**src/rtl/clkmul_pkg.sv**
```systemverilog
package clkmul_pkg;

    localparam int CFG_W      = 16;
    localparam int MULT_MSB   = 15;
    localparam int MULT_LSB   = 13;
    localparam int ADD_MSB    = 12;
    localparam int ADD_LSB    = 11;
    localparam int FREQ_MSB   = 10;
    localparam int MULT_W     = MULT_MSB - MULT_LSB + 1;
    localparam int ADD_W      = ADD_MSB - ADD_LSB + 1;
    localparam int FREQ_W     = FREQ_MSB + 1;

    localparam int HALF_W     = 4;
    localparam int XTAL_W     = 14;
    localparam int PROD_W     = XTAL_W + HALF_W;
    localparam int CORE_W     = PROD_W - 1;
    localparam int RATE_MUL   = 125;
    localparam int RATE_SHIFT = 5;
    localparam int RATE_PW    = XTAL_W + 7;
    localparam int RATE_W     = RATE_PW - RATE_SHIFT;

    localparam int XTAL_DEF_KHZ  = 12288;
    localparam int XTAL_BASE_KHZ = 8000;
    localparam int XTAL_STEP_SH  = 2;
    localparam int HALF_ONE      = 2;

    typedef struct packed {
        logic [CFG_W-1:0]  cfg;
        logic [HALF_W-1:0] act;
    } ctrl_state_t;

endpackage

```
**src/rtl/clkmul_decode.sv**
```systemverilog
module clkmul_decode
    import clkmul_pkg::*;
(
    input  logic [CFG_W-1:0]  cfg,
    output logic [HALF_W-1:0] base_half,
    output logic [HALF_W-1:0] ceil_half,
    output logic [XTAL_W-1:0] xtal_khz
);
    logic [MULT_W-1:0] mult_code;
    logic [ADD_W-1:0]  add_code;
    logic [FREQ_W-1:0] freq_code;

    always_comb begin
        mult_code = cfg[MULT_MSB:MULT_LSB];
        add_code  = cfg[ADD_MSB:ADD_LSB];
        freq_code = cfg[FREQ_MSB:0];
        base_half = HALF_W'(mult_code) + HALF_W'(HALF_ONE);
        ceil_half = base_half + HALF_W'(add_code);
        if (freq_code == '0) begin
            xtal_khz = XTAL_W'(XTAL_DEF_KHZ);
        end else begin
            xtal_khz = (XTAL_W'(freq_code) << XTAL_STEP_SH) + XTAL_W'(XTAL_BASE_KHZ);
        end
    end
endmodule

```
**src/rtl/clkmul_pace.sv**
```systemverilog
module clkmul_pace #(
    parameter int GAP_W = 8
) (
    input  logic             clk,
    input  logic             rst_n,
    input  logic             take,
    input  logic [GAP_W-1:0] gap,
    output logic             ready
);
    logic [GAP_W-1:0] cnt_d, cnt_q;

    always_comb begin
        cnt_d = cnt_q;
        if (take) begin
            cnt_d = gap;
        end else if (cnt_q != '0) begin
            cnt_d = cnt_q - GAP_W'(1);
        end
    end

    always_ff @(posedge clk or negedge rst_n) begin
        if (!rst_n) cnt_q <= '0;
        else        cnt_q <= cnt_d;
    end

    assign ready = (cnt_q == '0);
endmodule

```
**src/rtl/clkmul_scale.sv**
```systemverilog
module clkmul_scale
    import clkmul_pkg::*;
(
    input  logic [XTAL_W-1:0] xtal_khz,
    input  logic [HALF_W-1:0] act_half,
    output logic [CORE_W-1:0] core_khz,
    output logic [RATE_W-1:0] max_rate_hz
);
    logic [PROD_W-1:0]  core_prod;
    logic [RATE_PW-1:0] rate_prod;

    always_comb begin
        core_prod   = PROD_W'(xtal_khz) * PROD_W'(act_half);
        core_khz    = core_prod[PROD_W-1:1];
        rate_prod   = RATE_PW'(xtal_khz) * RATE_PW'(RATE_MUL);
        max_rate_hz = rate_prod[RATE_PW-1:RATE_SHIFT];
    end
endmodule

```
**src/rtl/clkmul_boost_ctrl.sv**
```systemverilog
module clkmul_boost_ctrl
    import clkmul_pkg::*;
#(
    parameter int GAP_W = 8
) (
    input  logic              clk,
    input  logic              rst_n,
    input  logic              cfg_wr,
    input  logic [CFG_W-1:0]  cfg_wdata,
    input  logic              boost_mode,
    input  logic              boost_up,
    input  logic              boost_down,
    input  logic [GAP_W-1:0]  step_gap,
    output logic [HALF_W-1:0] act_half,
    output logic [XTAL_W-1:0] xtal_khz,
    output logic [CORE_W-1:0] core_khz,
    output logic [RATE_W-1:0] max_rate_hz
);
    ctrl_state_t       st_d, st_q;
    logic [HALF_W-1:0] base_half, ceil_half;
    logic              step_ready, step_take;
    logic [CFG_W-1:0]  cfg_q;

    assign cfg_q = st_q.cfg;

    clkmul_decode u_decode (
        .cfg       (st_q.cfg),
        .base_half (base_half),
        .ceil_half (ceil_half),
        .xtal_khz  (xtal_khz)
    );

    clkmul_pace #(.GAP_W(GAP_W)) u_pace (
        .clk   (clk),
        .rst_n (rst_n),
        .take  (step_take),
        .gap   (step_gap),
        .ready (step_ready)
    );

    clkmul_scale u_scale (
        .xtal_khz    (xtal_khz),
        .act_half    (st_q.act),
        .core_khz    (core_khz),
        .max_rate_hz (max_rate_hz)
    );

    always_comb begin
        st_d      = st_q;
        step_take = 1'b0;
        if (cfg_wr) begin
            st_d.cfg = cfg_wdata;
        end
        if (!boost_mode) begin
            st_d.act = base_half;
        end else if (st_q.act < base_half) begin
            st_d.act = base_half;
        end else if (st_q.act > ceil_half) begin
            st_d.act = ceil_half;
        end else if (step_ready && (boost_up ^ boost_down)) begin
            if (boost_up && (st_q.act < ceil_half)) begin
                st_d.act  = st_q.act + HALF_W'(1);
                step_take = 1'b1;
            end else if (boost_down && (st_q.act > base_half)) begin
                st_d.act  = st_q.act - HALF_W'(1);
                step_take = 1'b1;
            end
        end
    end

    always_ff @(posedge clk or negedge rst_n) begin
        if (!rst_n) begin
            st_q.cfg <= '0;
            st_q.act <= HALF_W'(HALF_ONE);
        end else begin
            st_q <= st_d;
        end
    end

    assign act_half = st_q.act;
endmodule

```
**config.mk**
```make
export PLATFORM = sky130hd
export DESIGN_NAME = clkmul_boost_ctrl
export DESIGN_NICKNAME = d
export VERILOG_FILES = /design/src/rtl/clkmul_pkg.sv /design/src/rtl/clkmul_decode.sv /design/src/rtl/clkmul_pace.sv /design/src/rtl/clkmul_scale.sv /design/src/rtl/clkmul_boost_ctrl.sv
export SDC_FILE = /design/constraint.sdc
export NUM_CORES = 1
export LEC_CHECK = 0
export BUFFER_PORTS_ARGS = -buffer_cell sky130_fd_sc_hd__buf_2
export CAP_MARGIN = 10
export CELL_PAD_IN_SITES_DETAIL_PLACEMENT = 1
export CELL_PAD_IN_SITES_GLOBAL_PLACEMENT = 2
export CORE_MARGIN = 2
export CORE_UTILIZATION = 41
export CTS_BUF_LIST = sky130_fd_sc_hd__clkbuf_4
export DETAILED_ROUTE_END_ITERATION = 10
export HOLD_SLACK_MARGIN = 0.03
export PLACE_DENSITY_LB_ADDON = 0.1
export SLEW_MARGIN = 10
export SYNTH_ARGS = -nofsm -noshare
export SYNTH_HDL_FRONTEND = slang
export SYNTH_HIERARCHICAL = 1
export SYNTH_SLANG_ARGS = --single-unit
export TNS_END_PERCENT = 10
```
**constraint.sdc**
```tcl
create_clock -name clk -period 17.34 [get_ports clk]
set_clock_uncertainty 0.15 [all_clocks]
set_input_delay 0.867 -clock clk [delete_from_list [all_inputs] [get_ports clk]]
set_output_delay 0.867 -clock clk [all_outputs]
set_load 0.03 [all_outputs]
```
==> metrics.cfg <==
[die]
die_h_um = 125.8
die_w_um = 125.8
die-area_um2 = 15830
num_rows = 44
initial_utilization = 0.4186
ios = 81
core_um2 = 14530

[outcome]
outcome = complete, no violations

[critical_path]
cp.arrival_ns = 6.37
cp-end-kind = output pin
crit_fanout = 12
critPathLaunchType = flip-flop
critPathRequiredTime_ns = 16.32
crit_type = flip-flop to output pin

[sta]
period_share = 0.4262
setup_viol = 0
timing_max_transition_violations_final = 0
maxSlewHeadroom = 0.4633
fmax_mhz = 135.3
rsz0062_at_grt = false
tightest_slew_ns = 0.7977
min_period_ns = 7.391
finalHoldViolations = 0
fin_tns_setup_ns = 0

[placed_design]
post-dp-hpwl_mm = 12.80
gp_congestion = 0.7972
io_buffers = 77

[layout]
syn2layout_area_growth_pct = 9.747
drive_above_1_share = 0.1685
diodes = 0
multi_input_area_um2 = 4812
final_nets = 923
regArea_um2 = 701.9
fillers = 1740

[detailed_routing]
wire_per_inst_um = 16.35
viasPerCell = 5.259
vias = 4838
drc_errors = 0
wl_mm = 15.04
first_pass_iters = 4
first_iter_violations = 183
antenna_left = 0

[yosys]
syn-instance-count = 670
synth.area.top_cells = fa_1 23%, ha_1 17%, dfrtp_1 11%
yosysTopAreaCellShare = 0.2336
synth_top_family_by_area = adder cells
synth_area_um2 = 6085
synth_fa_ha_area_frac = 0.4084
yosys.area_share.simple = 0.1345
ys_seq_area_frac = 0.1154
synthMuxAreaShare = 0.03537
yosys_warnings = 6
synth.distinct_cells = 81
synth_compound_area_frac = 0.1567
ys_async_sr_fraction = 1.000
synth-seq-cells = 28
yosys.area.top_type = fa_1
synth_xor_area_frac = 0.05470
avgSynthCellArea_um2 = 9.081
synth_flop_cell = dfrtp_1
synth-edff-count = 0

[clock_tree]
cts_buffers = 3
cts_resized = 0
cts_hold_buffers = 0
clk_pin_slew_ns = 0.18
clk_latency_ns = 0.34
cts.root.buffer_cell = clkbuf_4
cts_tree = done
cts.sinks = 28
post-cts-setup-buffers = 0
htree_levels = 1
ctsLongestPathBuffers = 2

[global_routing]
grt_antenna_before_repair = 0
grt_pass1_vias = 5344
grt_pass1_wl_mm = 25.98
overflow = 0
grt.total_usage = 0.1958
grt_start_max_net_pins = 29

[flow_run]
maxCapViolCount = 0

[hold_path]
hold_path.class = primary input to asynchronous set/reset pin

==> metal layers <==
| layer | routed length [um] | vias up | global-route usage | part of all wire |
|---|---|---|---|---|
| li1 | - | 2354 | - | - |
| met1 | 6897 | 2396 | 0.2628 | 0.46 |
| met2 | 7507 | 72 | 0.3520 | 0.50 |
| met3 | 405 | 16 | 0.01529 | 0.027 |
| met4 | 232 | 0 | 0.03361 | 0.015 |
| met5 | 0 | - | 0 | 0 |
==> layout make-up <==
class / count / share of cell area
clock inverters: 1 / 0.004497
clock buffers: 3 / 0.003373
well taps: 184 / 0.03448
repair buffers: 79 / 0.05996
multi-input cells: 497 / 0.7206
flip-flops and latches: 28 / 0.1051
inverters: 128 / 0.07195
==> layout by cell type, fill, tap and decap left out, drive strengths merged, types with 4 or more instances in the layout <==
cell type / instances
a211o: 4
a21boi: 4
a21o: 13
a21oi: 34
a31oi: 8
and2: 20
buf: 79
dfrtp: 27
fa: 71
ha: 85
inv: 128
mux2: 17
nand2: 55
nand2b: 4
nand3: 8
nand4: 9
nor2: 24
nor2b: 4
nor3: 6
o211ai: 4
o21a: 7
o21ai: 18
o22ai: 4
o31ai: 4
or2: 5
xnor2: 28
xor2: 10
==> per-stage QoR <==
stage / setup WS, ns / hold WS [ns] / cell area [um^2] / std cells / util
3_5_place_dp: 10.38 / 0.3623 / 6625 / 916 / 0.4558
3_3_place_gp: 10.46 / 0.3557 / 6625 / 916 / 0.4558
4_1_cts: 9.936 / 0.4012 / 6678 / 920 / 0.4595
5_1_grt: 9.555 / 0.4066 / 6678 / 920 / 0.4595
2_1_floorplan: 9.959 / 0.3349 / 6088 / 671 / -
6_report: 9.949 / 0.3835 / 6678 / 920 / 0.4595
==> sequential cells by signal, summed over array words and instances (netlist names) <==
register      count
act_half          4
u_pace/cnt_q      8
cfg_q            16
==> worst paths after layout <==
path,from,end,slack (ns),cells after the start
max,cfg_q[0],max_rate_hz[15],9.95,16
min,rst_n,cfg_q[15],0.38,1
max reg2reg,cfg_q[14],act_half[3],13.57,16
min reg2reg,cfg_q[15],cfg_q[15],0.40,1
max in group asynchronous,rst_n,cfg_q[10],16.21,1
min in group clk,cfg_q[15],cfg_q[15],0.40,1
==> cell usage after synthesis (all sizes together) (3+ instances only) <==
| cell type | count |
|---|---|
| ha | 85 |
| a21oi | 34 |
| o22ai | 4 |
| and2 | 20 |
| fa | 71 |
| o211ai | 4 |
| buf | 5 |
| nand3 | 8 |
| a21boi | 4 |
| dfrtp | 27 |
| a211o | 4 |
| o31ai | 4 |
| xnor2 | 28 |
| xor2 | 10 |
| a21o | 13 |
| nand2 | 55 |
| nand3b | 3 |
| nor2 | 24 |
| nand4 | 9 |
| and3 | 3 |
| o21ai | 18 |
| nor2b | 4 |
| mux2 | 17 |
| o21a | 7 |
| or2 | 5 |
| a211oi | 3 |
| a221oi | 3 |
| inv | 128 |
| a31oi | 8 |
| or4 | 3 |
| nand2b | 4 |
| clkbuf | 11 |
| nor4 | 3 |
| nor3 | 6 |
==> worst max-delay path: stages (launching register included) <==
cell      delay (ns)
dfrtp_1         0.57
or4_4           0.61
nor3b_4         0.34
a21oi_1         0.32
inv_1           0.28
fa_1            0.48
fa_1            0.53
fa_1            0.51
fa_1            0.53
inv_1           0.04
ha_1            0.36
and3_1          0.21
a41o_1          0.23
a211oi_2        0.36
and3b_1         0.22
a211oi_1        0.20
buf_2           0.23
==> logic make-up (layout without fill, tap and decap cells) <==
| logic type | after synthesis | in the layout |
|---|---|---|
| other | 1 | 2 |
| XOR/XNOR | 38 | 38 |
| AO/OA/AOI/OAI | 126 | 126 |
| multiplexers | 19 | 19 |
| buffers and inverters | 146 | 211 |
| adder cells (fa/ha/maj) | 156 | 156 |
| flip-flops | 28 | 28 |
| AND/OR/NAND/NOR | 156 | 156 |
Power is left out: the tool's default activity adds up to more than one toggle a clock period on the data nets, which glitch-free logic cannot reach.
